--- config.mk ---
export PLATFORM = sky130hd
export DESIGN_NAME = selfclk_nibble_rx
export DESIGN_NICKNAME = d
export VERILOG_FILES = /design/src/rtl/nibrx_pkg.sv /design/src/rtl/nibrx_sync.sv /design/src/rtl/nibrx_framer.sv /design/src/rtl/nibrx_pair.sv /design/src/rtl/selfclk_nibble_rx.sv
export SDC_FILE = /design/constraint.sdc
export NUM_CORES = 1
export LEC_CHECK = 0
export BUFFER_PORTS_ARGS = -buffer_cell sky130_fd_sc_hd__buf_2
export CORE_MARGIN = 8
export CORE_UTILIZATION = 50
export DETAILED_ROUTE_END_ITERATION = 6
export PLACE_DENSITY = 0.69
export SLEW_MARGIN = 15
export SYNTH_ARGS = -nofsm -noshare
export SYNTH_HDL_FRONTEND = slang
export SYNTH_SLANG_ARGS = --single-unit
--- constraint.sdc ---
create_clock -name clk -period 3.8 [get_ports clk]
set_input_delay 0.57 -clock clk [delete_from_list [all_inputs] [get_ports clk]]
set_output_delay 0.57 -clock clk [all_outputs]
set_load 0.05 [all_outputs]
--- src/rtl/nibrx_pkg.sv ---
package nibrx_pkg;
  localparam int ADDR_W = 3;
  localparam int NIB_W  = 4;
  localparam int FIELD_BITS = ADDR_W + NIB_W;

  typedef enum logic [1:0] {FR_IDLE, FR_MEAS, FR_SHIFT, FR_RECOVER} fr_state_e;
  typedef enum logic [1:0] {PR_HUNT, PR_FIRST, PR_SECOND} pr_state_e;

  typedef struct packed {
    logic              good;
    logic              longidle;
    logic [ADDR_W-1:0] addr;
    logic [NIB_W-1:0]  nib;
  } frame_s;
endpackage

--- src/rtl/nibrx_sync.sv ---
module nibrx_sync #(
  parameter int STAGES = 2
) (
  input  logic clk,
  input  logic rst_n,
  input  logic din,
  output logic dout
);
  logic [STAGES-1:0] pipe;

  // Rests high: reset to the idle level of the wire.
  always_ff @(posedge clk or negedge rst_n) begin
    if (!rst_n) pipe <= '1;
    else        pipe <= {pipe[STAGES-2:0], din};
  end

  assign dout = pipe[STAGES-1];
endmodule

--- src/rtl/nibrx_framer.sv ---
module nibrx_framer import nibrx_pkg::*; #(
  parameter int PER_W      = 12,
  parameter int MIN_PERIOD = 4,
  parameter int SYNC_BITS  = 20
) (
  input  logic             clk,
  input  logic             rst_n,
  input  logic             rx,
  output logic             fr_valid,
  output frame_s           fr,
  output logic [PER_W-1:0] fr_per
);
  localparam int IDLE_W = PER_W + $clog2(SYNC_BITS) + 2;
  localparam int LAST_BIT = FIELD_BITS + 1;
  localparam logic [PER_W:0] CNT_MAX = {1'b0, {PER_W{1'b1}}};
  localparam logic [PER_W:0] MIN_P   = (PER_W+1)'(MIN_PERIOD);

  fr_state_e            st;
  logic [PER_W:0]       cnt;
  logic [PER_W:0]       target;
  logic [PER_W-1:0]     per;
  logic [3:0]           bit_idx;
  logic [FIELD_BITS-1:0] shreg;
  logic [IDLE_W-1:0]    idle_cnt;
  logic [IDLE_W-1:0]    idle_run;
  logic [IDLE_W-1:0]    idle_need;
  logic                 long_flag;

  assign idle_need = IDLE_W'(cnt) * IDLE_W'(SYNC_BITS);

  always_ff @(posedge clk or negedge rst_n) begin
    if (!rst_n) begin
      st        <= FR_IDLE;
      cnt       <= '0;
      target    <= '0;
      per       <= '0;
      bit_idx   <= '0;
      shreg     <= '0;
      idle_cnt  <= '0;
      idle_run  <= '0;
      long_flag <= 1'b0;
      fr_valid  <= 1'b0;
      fr        <= '0;
      fr_per    <= '0;
    end else begin
      fr_valid <= 1'b0;
      unique case (st)
        FR_IDLE: begin
          if (rx) begin
            if (idle_cnt != '1) idle_cnt <= idle_cnt + 1'b1;
          end else begin
            idle_run <= idle_cnt;
            idle_cnt <= '0;
            cnt      <= (PER_W+1)'(1);
            st       <= FR_MEAS;
          end
        end
        FR_MEAS: begin
          if (!rx) begin
            if (cnt == CNT_MAX) begin
              fr_valid <= 1'b1;
              fr       <= '0;
              fr_per   <= per;
              st       <= FR_RECOVER;
            end else begin
              cnt <= cnt + 1'b1;
            end
          end else if (cnt < MIN_P) begin
            fr_valid <= 1'b1;
            fr       <= '0;
            fr_per   <= per;
            st       <= FR_IDLE;
          end else begin
            per       <= cnt[PER_W-1:0];
            long_flag <= (idle_run >= idle_need);
            target    <= cnt + (cnt >> 1);
            cnt       <= (PER_W+1)'(1);
            bit_idx   <= 4'd1;
            st        <= FR_SHIFT;
          end
        end
        FR_SHIFT: begin
          if (cnt == target) begin
            cnt     <= (PER_W+1)'(1);
            target  <= {1'b0, per};
            bit_idx <= bit_idx + 1'b1;
            if (bit_idx == 4'(LAST_BIT)) begin
              fr_valid    <= 1'b1;
              fr.good     <= rx;
              fr.longidle <= long_flag;
              fr.addr     <= shreg[ADDR_W-1:0];
              fr.nib      <= shreg[FIELD_BITS-1:ADDR_W];
              fr_per      <= per;
              st          <= rx ? FR_IDLE : FR_RECOVER;
            end else begin
              shreg <= {rx, shreg[FIELD_BITS-1:1]};
            end
          end else begin
            cnt <= cnt + 1'b1;
          end
        end
        FR_RECOVER: begin
          if (rx) st <= FR_IDLE;
        end
        default: st <= FR_IDLE;
      endcase
    end
  end

  // a frame report is a single-cycle event
  assert_frame_pulse_R2: assert property (@(posedge clk) disable iff (!rst_n)
    fr_valid |=> !fr_valid);

  // sampling never runs with a period below the floor
  assert_period_floor_R10: assert property (@(posedge clk) disable iff (!rst_n)
    (st == FR_SHIFT) |-> (per >= MIN_P[PER_W-1:0]));
endmodule

--- src/rtl/nibrx_pair.sv ---
module nibrx_pair import nibrx_pkg::*; #(
  parameter int PER_W        = 12,
  parameter int TIMEOUT_BITS = 40
) (
  input  logic                 clk,
  input  logic                 rst_n,
  input  logic                 fr_valid,
  input  frame_s               fr,
  input  logic [PER_W-1:0]     fr_per,
  input  logic [ADDR_W-1:0]    strap,
  output logic [2*NIB_W-1:0]   par_out,
  output logic                 ack_n
);
  localparam int TO_W = PER_W + $clog2(TIMEOUT_BITS) + 2;

  pr_state_e        st;
  logic [NIB_W-1:0] lo_nib;
  logic [TO_W-1:0]  tcnt;
  logic [TO_W-1:0]  tlim;
  logic [PER_W-1:0] ack_cnt;
  logic             hit;

  assign hit   = (fr.addr == strap);
  assign ack_n = (ack_cnt == '0);

  always_ff @(posedge clk or negedge rst_n) begin
    if (!rst_n) begin
      st      <= PR_HUNT;
      lo_nib  <= '0;
      tcnt    <= '0;
      tlim    <= '0;
      ack_cnt <= '0;
      par_out <= '0;
    end else begin
      if (ack_cnt != '0) ack_cnt <= ack_cnt - 1'b1;
      if (fr_valid) begin
        if (!fr.good) begin
          st <= PR_HUNT;
        end else begin
          unique case (st)
            PR_HUNT, PR_FIRST: begin
              if (st == PR_FIRST || fr.longidle) begin
                if (hit) begin
                  lo_nib <= fr.nib;
                  tcnt   <= '0;
                  tlim   <= TO_W'(fr_per) * TO_W'(TIMEOUT_BITS);
                  st     <= PR_SECOND;
                end else begin
                  st <= PR_FIRST;
                end
              end
            end
            PR_SECOND: begin
              if (hit) begin
                par_out <= {fr.nib, lo_nib};
                ack_cnt <= fr_per;
                st      <= PR_FIRST;
              end else begin
                st <= PR_HUNT;
              end
            end
            default: st <= PR_HUNT;
          endcase
        end
      end else if (st == PR_SECOND) begin
        if (tcnt == tlim - 1'b1) st <= PR_HUNT;
        else                     tcnt <= tcnt + 1'b1;
      end
    end
  end

  // the output register only moves together with a status pulse
  assert_out_with_ack_R4: assert property (@(posedge clk) disable iff (!rst_n)
    !$stable(par_out) |-> !ack_n);

  // a malformed frame always ends in the out-of-sync state
  assert_bad_frame_hunt_R7: assert property (@(posedge clk) disable iff (!rst_n)
    (fr_valid && !fr.good) |=> (st == PR_HUNT));

  // the wait counter never passes its limit
  assert_timeout_bound_R9: assert property (@(posedge clk) disable iff (!rst_n)
    (st == PR_SECOND) |-> (tcnt < tlim));
endmodule

--- src/rtl/selfclk_nibble_rx.sv ---
module selfclk_nibble_rx import nibrx_pkg::*; #(
  parameter int PER_W        = 12,
  parameter int MIN_PERIOD   = 4,
  parameter int SYNC_BITS    = 20,
  parameter int TIMEOUT_BITS = 40,
  parameter int SYNC_STAGES  = 2
) (
  input  logic               clk,
  input  logic               rst_n,
  input  logic               line_in,
  input  logic [ADDR_W-1:0]  strap,
  output logic [2*NIB_W-1:0] par_out,
  output logic               ack_n
);
  logic             rx;
  logic             fr_valid;
  frame_s           fr;
  logic [PER_W-1:0] fr_per;

  nibrx_sync #(.STAGES(SYNC_STAGES)) u_sync (
    .clk  (clk),
    .rst_n(rst_n),
    .din  (line_in),
    .dout (rx)
  );

  nibrx_framer #(
    .PER_W     (PER_W),
    .MIN_PERIOD(MIN_PERIOD),
    .SYNC_BITS (SYNC_BITS)
  ) u_framer (
    .clk     (clk),
    .rst_n   (rst_n),
    .rx      (rx),
    .fr_valid(fr_valid),
    .fr      (fr),
    .fr_per  (fr_per)
  );

  nibrx_pair #(
    .PER_W       (PER_W),
    .TIMEOUT_BITS(TIMEOUT_BITS)
  ) u_pair (
    .clk     (clk),
    .rst_n   (rst_n),
    .fr_valid(fr_valid),
    .fr      (fr),
    .fr_per  (fr_per),
    .strap   (strap),
    .par_out (par_out),
    .ack_n   (ack_n)
  );
endmodule

Word-level counts from Yosys, hierarchy flattened
Cells that the tools add are included.
Word-level totals
  register bits after elaboration: 175
  bits of input ports: 6
  output and inout port bits: 9
  word-level logic and storage cells: 149
Operators by class
  $add $sub $neg: 7
  multipliers: 2
  magnitude comparators: 2
  eq/ne operators: 28
  multiplexer cells: 63
  bitwise gates (word level): 3
  reductions and logical operators: 22
Operators by type and width (count)
  $mux 20: 7
  $mux 12: 10
  $mux 13: 8
  $mux 9: 5
  $pmux 13 s3: 1
  $mux 19: 2
  $mux 2: 14
  $pmux 13 s2: 1
  $pmux 12 s2: 1
  $add 20x1->20 const B: 1
  $eq 20x20->1: 1
  $add 19x1->19 const B: 1
  $ge 19x18->1: 1
  $ne 19x19->1 const B: 1
  $sub 18x1->19 const B: 1
  $pmux 9 s2: 1
  $mul 13x3->16 const B: 1
  $mul 12x3->15 const B: 1
  $reduce_and 5->1: 3
  $add 13x1->13 const B: 1
  $add 13x12->13: 1
  $eq 13x12->1 const B: 1
  $eq 13x13->1: 1
  $lt 13x3->1 const B: 1
  other kinds (29): 61

Logic depth before layout (Yosys ltp)
Gate-level depths: netlist of the first run.
  word-level depth: 6
  gate-level depth with buffers: 20
  mapped depth without buffers: 20

Hierarchy
From an unflattened synthesis of the first run, not the netlist that was laid out.
Unflattened totals
  cells, all modules: 1167
  area, all modules: 10831.6 sq um
By module, submodules not included
  nibrx_framer: times used 1, cells each 741, area each 6881.6 sq um, seq. area each 2802.7 sq um
  nibrx_pair: times used 1, cells each 424, area each 3897.5 sq um, seq. area each 1526.5 sq um
  nibrx_sync: times used 1, cells each 2, area each 52.6 sq um, seq. area each 52.6 sq um

Least setup slack after synthesis of the first run
No wires, ideal clock.
  path kind: register -> register
  start: register u_framer.cnt[3]
  end: register u_framer.long_flag
  library setup time: 0.146 ns
  data arrival time: 3.538 ns
  required time: 3.654 ns
  path slack: 0.116 ns
  cell stages (with the launch flop): 21
  path buffers: 0
  period minus slack after synthesis: 3.684 ns
  cell sequence: dfrtp_1 > ha_1 > ha_1 > inv_1 > fa_1 > nor2b_1 > o21ai_0 > a21oi_1 > o21a_1 > o21ai_0 > a21oi_1 > a21oi_1 > xor2_1 > ha_1 > nor3b_1 > o31a_1 > o21a_1 > o21ai_0 > a21oi_1 > o21ai_0 > a31oi_1
Between the ends
  cells in the longest elaborated chain, start to end: 3
  elaborated cells on any way between the ends: 5
  those cells by class: mul: 1; order compare: 2; bitwise: 1; reduce/logical: 1
Ends and longest elaborated chain
  from (decl): RTL line nibrx_framer.sv:19  | logic [PER_W:0] cnt;
  from (signal assigned): RTL line nibrx_framer.sv:54  | cnt <= (PER_W+1)'(1);
  from (signal assigned): RTL line nibrx_framer.sv:66  | cnt <= cnt + 1'b1;
  from (signal assigned): RTL line nibrx_framer.sv:77  | cnt <= (PER_W+1)'(1);
  branches (longest 3 deep; another with $ge 19x18->1)
  to (signal assigned): RTL line nibrx_framer.sv:75  | long_flag <= (idle_run >= idle_need);
  to (decl): RTL line nibrx_framer.sv:27  | logic long_flag;
Parallel ways; which one is timed is not known.
A chain may end at the register's enable or synchronous reset.

Worst setup path after layout of the first run
Same ends and word-level chain as after synthesis.

==> impl_metrics.json, run 1 <==
{
  "dpl.hpwl_um": 16800,
  "grt_pass1_vias": 8516,
  "postRouteAntennaNets": 0,
  "layout.cells.non_filler": 1482,
  "pwr_density_cell_nw_per_um2": 449,
  "irDropWorstVdd_uv": 274,
  "seq_area_frac_synth_pct": 40.6,
  "period_share_pct": 97.8,
  "syn_avg_cell_area_um2": 9.26,
  "cap_violations": 0,
  "drt-initial-drc-count": 475,
  "drc": 0,
  "fin_setup_tns_ns": 0,
  "setup_viol_count_final": 0,
  "port_buffers": 14,
  "crit_path_end_kind": "register",
  "die_area_um2": 26500,
  "synth_xor_area_share_pct": 7.39,
  "gr-total-overflow": 0,
  "hp-class": "in2async",
  "max_freq_ghz": 0.269,
  "synthCells": 1165,
  "p_comb_share_pct": 25.0,
  "drive_gt1_share_pct": 12.9,
  "fin_ws_ns": 0.0832,
  "vias_per_cell": 5.64,
  "synth_fa_ha_area_share_pct": 10.9,
  "diodes": 0,
  "cts_num_sinks": 175,
  "cp_max_fo": 4,
  "power.internal_mw": 3.51,
  "grt_max_degree": 82,
  "grt_pass1_wl_um": 40900,
  "p_leak_nw": 5.49,
  "cts_tree": "built",
  "wirelength_um": 23300,
  "dp.cells": 1446,
  "grt_util_all_layers_pct": 18.6,
  "clockPowerShare_pct": 32.4,
  "insertion_delay_ns": 0.43,
  "muxShareOfSynthArea_pct": 4.93,
  "crit_type": "reg2reg",
  "final_util_pct": 56.7,
  "critical_path_arrival_ns": 4.01,
  "outcome": "finished clean",
  "slew_headroom_pct": 32.6,
  "fin_skew_ns": 0.00929,
  "yosysWarnings": 0,
  "p_switching_mw": 1.86,
  "fin_nets": 1292,
  "ys_seq_elements": 175,
  "clkSlewWorstSetupHoldPaths_ns": 0.07,
  "synthDistinctLibCells": 77,
  "htreeDepth": 4,
  "die_x_um": 163,
  "slew_violations": 0,
  "gp_congestion": 0.858,
  "synth_nets": 1263,
  "num_vias": 8361,
  "synth_top_family_by_area": "simple AND/OR/NAND/NOR gates",
  "ctsHoldBuffers": 0,
  "synthSimpleGateAreaFrac_pct": 18.7,
  "holdWs_ns": 0.167,
  "worstMarginPinSlew_ns": 1.01,
  "synth_flop_cell": "dfrtp_1",
  "dp_slack_ns": -0.144,
  "synth-edff-count": 0,
  "synthTopCellsByArea": "dfrtp_1 (40%), ha_1 (10%), nand2_1 (6.3%)",
  "final.min_clock_period_ns": 3.72,
  "ctsRootBufferMaster": "clkbuf_16",
  "rsz0062_at_grt": "true",
  "finalInstanceArea_um2": 12000,
  "fp.dieH_um": 163,
  "hold_viol_final": 0,
  "syn_area_um2": 10800,
  "initial_utilization_pct": 51.1,
  "swShare_pct": 34.7,
  "ios": 15,
  "synth_most_common_cell": "nand2_1",
  "first_pass_iters": 5,
  "antenna_found_initial": 0,
  "wl_per_cell_um": 15.7,
  "synth_top_area_share_pct": 40.1,
  "placed_cell_area_um2": 11300,
  "area_delta_synth_final_pct": 10.9,
  "yosys.area.top_type": "dfrtp_1",
  "cts_max_path_buffers": 2,
  "total_power_mw": 5.37,
  "fp.coreArea_um2": 21100,
  "cts_inserted_buffers": 17,
  "start_kind": "register",
  "synth_common_cells": "nand2_1 (180), dfrtp_1 (173), o21ai_0 (103)",
  "synth_compound_area_share_pct": 14.3,
  "p_seq_share_pct": 42.6,
  "fp-row-count": 53,
  "cp.required_ns": 4.10,
  "async_flop_share_pct": 100
}
per-layer routing:
layer / global-route usage (%) / vias to the layer above / wire length (µm)
met4: 5.30 / 0 / 275
li1: - / 4155 / -
met3: 3.01 / 28 / 705
met1: 23.6 / 4056 / 10800
met2: 32.1 / 122 / 11500
met5: 0 / - / 0
logic make-up after synthesis:
| family | Yosys count |
|---|---|
| AOI/OAI and AO/OA | 247 |
| xor gates and xnor gates | 91 |
| adders and majority gates | 92 |
| buffers and inverters | 88 |
| DFF | 175 |
| muxes | 48 |
| and+or+nand+nor | 424 |
worst paths after layout:
check                                 from            endpoint  slack [ns]  cells after the start
setup / recovery           u_framer.cnt[3]  u_framer.long_flag        0.08                     20
hold / removal                       rst_n   u_pair.ack_cnt[8]        0.17                      1
setup reg to reg           u_framer.cnt[3]  u_framer.long_flag        0.08                     20
hold reg to reg             u_sync.pipe[0]      u_sync.pipe[1]        0.37                      0
max in group asynchronous            rst_n     u_framer.cnt[0]        2.74                      2
min in group clk                   line_in      u_sync.pipe[0]        0.24                      1
power groups by stage:
| stage | sequential [mW] | combinational (mW) | clock [mW] |
|---|---|---|---|
| floorplan | 2.26 | 1.03 | 0 |
| global placement | 2.31 | 1.31 | 0 |
| detailed placement | 2.32 | 1.34 | 0 |
| CTS | 2.29 | 1.36 | 1.78 |
| global route | 2.33 | 1.54 | 1.85 |
| finish | 2.29 | 1.34 | 1.74 |
state kept, by name (all words and copies together), names as in the netlist:
register            flops
u_framer.shreg          7
u_framer.fr_per        12
u_pair.lo_nib           4
u_pair.tlim            15
u_pair.st               2
u_pair.par_out          8
u_framer.fr             9
u_pair.tcnt            20
u_framer.idle_cnt      19
u_framer.per           12
u_framer.st             2
u_framer.cnt           13
u_framer.bit_idx        4
u_sync.pipe             2
u_framer.long_flag      1
u_pair.ack_cnt         12
u_framer.fr_valid       1
u_framer.target        13
u_framer.idle_run      19
critical path, cell delays in order, from the launching register on:
cell and delay (ns):
dfrtp_1 0.42, ha_1 0.29, ha_2 0.17, inv_1 0.05
fa_2 0.36, nor2b_2 0.14, o21ai_2 0.08, a21oi_2 0.15
o21a_1 0.17, o21ai_2 0.08, a21oi_2 0.17, a21oi_2 0.08
xor2_1 0.14, ha_1 0.32, nor3b_1 0.15, o31a_1 0.27
o21a_1 0.16, o21ai_1 0.12, a21oi_1 0.08, o21ai_1 0.11
a31oi_1 0.09
final cells by class:
| class | count | area [µm²] |
|---|---|---|
| clock buffer | 18 | 429 |
| clock inverter | 14 | 146 |
| fill | 1859 | 9130 |
| inverter | 50 | 188 |
| multi-input combinational | 902 | 6130 |
| sequential | 175 | 4380 |
| tap | 275 | 344 |
| timing repair buffer | 48 | 344 |
repair_timing:
item / CTS / global route
setup endpoints to repair: 1 / 1
setup buffers: 2 / 2
gates resized for setup: 4 / 12
pin swaps: 2 / 5
cloned: 0 / 0
layout by cell type (no fill, tap or decap), types with 4 or more instances in the layout:
cell	synthesis	layout
o21a_1	4	4
o21bai_1	5	5
mux2i_1	7	7
xor2_1	36	36
nand2b_1	11	11
nand3_1	26	26
nand4_1	16	16
xnor2_1	55	55
and3_1	7	7
clkbuf_16	0	17
a21oi_2	1	6
nor4_1	7	7
nor3_1	28	27
nand2_1	180	180
or3_1	9	9
o21ai_0	103	99
o211ai_1	8	8
inv_1	50	50
a21boi_0	5	5
buf_2	3	13
nand3b_1	5	5
nor2b_1	8	7
o31ai_1	10	10
buf_4	0	33
a21o_1	11	11
mux2_2	41	41
inv_6	0	5
nor2_1	89	88
dfrtp_1	173	173
a21oi_1	51	46
or2_2	6	6
or4_1	5	5
ha_1	89	87
a31oi_1	8	8
and4_1	6	6
Power figures use the tool's default switching activity.
==> run 2: changes to the inputs <==
Settings changed: SYNTH_HIERARCHICAL from default to 1.
==> run 2 against run 1 <==
  * Critical path depth decreased by 4
  * Total power decreased by 0.32%
  * Register-to-register slack improved by 0.16 ns
  * Largest cell class unchanged
  * Highest routed layer unchanged
==> impl_metrics.json, run 2 <==
{
  "outcome": "finished clean",
  "hold_viol_final": 0,
  "fp.dieH_um": 163,
  "dp_slack_ns": -0.0199,
  "wl_per_cell_um": 16.1,
  "irDropWorstVdd_uv": 298,
  "cts_max_path_buffers": 2,
  "ys_seq_elements": 175,
  "largest_register_ffs": 20,
  "final_cell_mix": "nand2_1 (179), dfrtp_1 (173), ha_1 (88)",
  "ctsRootBufferMaster": "clkbuf_16",
  "yosys.area.top_type": "dfrtp_1",
  "fin_nets": 1289,
  "synth_common_cells": "nand2_1 (179), dfrtp_1 (173), ha_1 (90)",
  "multi_input_area_um2": 6200,
  "vias_per_cell": 5.73,
  "htreeDepth": 4,
  "synth-edff-count": 0,
  "synth_nets": 1266,
  "dpl.hpwl_um": 17200,
  "slew_violations": 0,
  "worstMarginPinSlew_ns": 1.03,
  "synthTopCellsByArea": "dfrtp_1 (40%), ha_1 (10%), nand2_1 (6.2%)",
  "insertion_delay_ns": 0.43,
  "cp_max_fo": 3,
  "synthDistinctLibCells": 74,
  "grt_util_all_layers_pct": 18.5,
  "p_leak_nw": 5.58,
  "port_buffers": 14,
  "drt-initial-drc-count": 631,
  "synth_top_area_share_pct": 40.0,
  "die_area_um2": 26600,
  "drive_gt1_share_pct": 11.3,
  "diodes": 0,
  "grt_max_degree": 80,
  "ios": 15,
  "cts_tree": "built",
  "period_share_pct": 93.5,
  "slew_headroom_pct": 31.1,
  "clkSlewWorstSetupHoldPaths_ns": 0.07,
  "fin_setup_tns_ns": 0,
  "finalInstanceArea_um2": 12000,
  "critical_path_arrival_ns": 3.86,
  "reg_top3": "u_pair/tcnt x20, u_framer/idle_cnt x19, u_framer/idle_run x19",
  "die_x_um": 163,
  "hp-class": "in2async",
  "cts_inserted_buffers": 17,
  "gp_congestion": 0.874,
  "layout_commonest_cell": "nand2_1",
  "synth_most_common_cell": "nand2_1",
  "seq_area_frac_synth_pct": 40.5,
  "fp.coreArea_um2": 21600,
  "initial_utilization_pct": 50.3,
  "num_vias": 8503,
  "syn_area_um2": 10800,
  "synth_flop_cell": "dfrtp_1",
  "max_freq_ghz": 0.282,
  "setup_viol_count_final": 0,
  "pwr_density_cell_nw_per_um2": 445,
  "area_delta_synth_final_pct": 11.2,
  "holdWs_ns": 0.162,
  "yosysWarnings": 6,
  "area.sequential_um2": 4380,
  "fp-row-count": 54,
  "async_flop_share_pct": 100,
  "syn_avg_cell_area_um2": 9.28,
  "fin_ws_ns": 0.248,
  "crit_path_end_kind": "register",
  "final_util_pct": 55.9,
  "cts_num_sinks": 175,
  "placed_cell_area_um2": 11300,
  "drc": 0,
  "antenna_found_initial": 0,
  "fin_skew_ns": 0.0107,
  "grt_pass1_vias": 8287,
  "synthCells": 1167,
  "grt_pass1_wl_um": 40600,
  "postRouteAntennaNets": 0,
  "rsz0062_at_grt": "false",
  "cp.required_ns": 4.11,
  "start_kind": "register",
  "cap_violations": 0,
  "layout.cells.non_filler": 1483,
  "crit_type": "reg2reg",
  "dp.cells": 1449,
  "first_pass_iters": 4,
  "gr-total-overflow": 0,
  "ctsHoldBuffers": 0,
  "n_fill_cell": 1877,
  "wirelength_um": 23800,
  "regMostFlops": "u_pair/tcnt",
  "final.min_clock_period_ns": 3.55,
  "total_power_mw": 5.36
}
-- run 2: timing repair --
| action | CTS | global route |
|---|---|---|
| gates resized for setup | 2 | 14 |
| gates cloned | 0 | 0 |
| buffers inserted | 0 | 2 |
| endpoints found under the setup margin | 1 | 1 |
| pin swaps | 0 | 8 |
-- run 2: logic make-up after synthesis --
kind of cell / count (synthesis) / synth area share [%]
AND/OR/NAND/NOR: 432 / 18.9
AO/OA/AOI/OAI: 253 / 14.9
XOR/XNOR: 82 / 6.63
flip-flops: 175 / 40.5
multiplexers: 45 / 4.89
buffers and inverters: 87 / 3.22
adder cells (fa/ha/maj): 93 / 11.0
-- run 2: path summary, 6_finish.rpt --
path                                 start            endpoint  slack (ns)  cells past startpoint
setup / recovery           u_framer/cnt[3]  u_framer/long_flag        0.25                     16
max in group asynchronous            rst_n    u_framer/cnt[11]        2.78                      2
hold / removal                       rst_n     u_pair/tcnt[14]        0.16                      1
hold reg to reg             u_sync/pipe[0]      u_sync/pipe[1]        0.35                      0
min in group clk                   line_in      u_sync/pipe[0]        0.24                      1
setup reg to reg           u_framer/cnt[3]  u_framer/long_flag        0.25                     16
-- run 2: where the power goes --
part	switching, mW	leakage [nW]	internal (mW)
clock	0.817	0.302	1.07
sequential	0.170	2.33	2.02
combinational	0.807	2.95	0.477
-- run 2: area by class of cell --
class / count / area share (%)
Multi-Input combinational cell: 905 / 51.5
Clock inverter: 14 / 1.67
Tap cell: 280 / 2.91
Clock buffer: 18 / 3.56
Sequential cell: 175 / 36.4
Timing Repair Buffer: 42 / 2.48
Inverter: 49 / 1.53
-- run 2: critical path: stages, from the launching register on --
cell and delay [ns]:
dfrtp_1 0.41, ha_1 0.28, ha_1 0.17, inv_1 0.06
fa_2 0.36, nor2b_2 0.14, o21ai_2 0.08, a21oi_2 0.18
o41ai_2 0.09, nor4bb_1 0.36, a311oi_2 0.07, ha_1 0.33
buf_4 0.14, a2111oi_2 0.31, nor2_1 0.10, nor4_2 0.27
o21ai_1 0.09
-- run 2: layer usage --
metal / vias to the layer above / wire (µm) / track usage (%)
met3: 29 / 713 / 2.92
met4: 0 / 454 / 5.75
met2: 141 / 11600 / 30.7
met5: - / 0 / 0
met1: 4132 / 11100 / 24.4
li1: 4201 / - / -
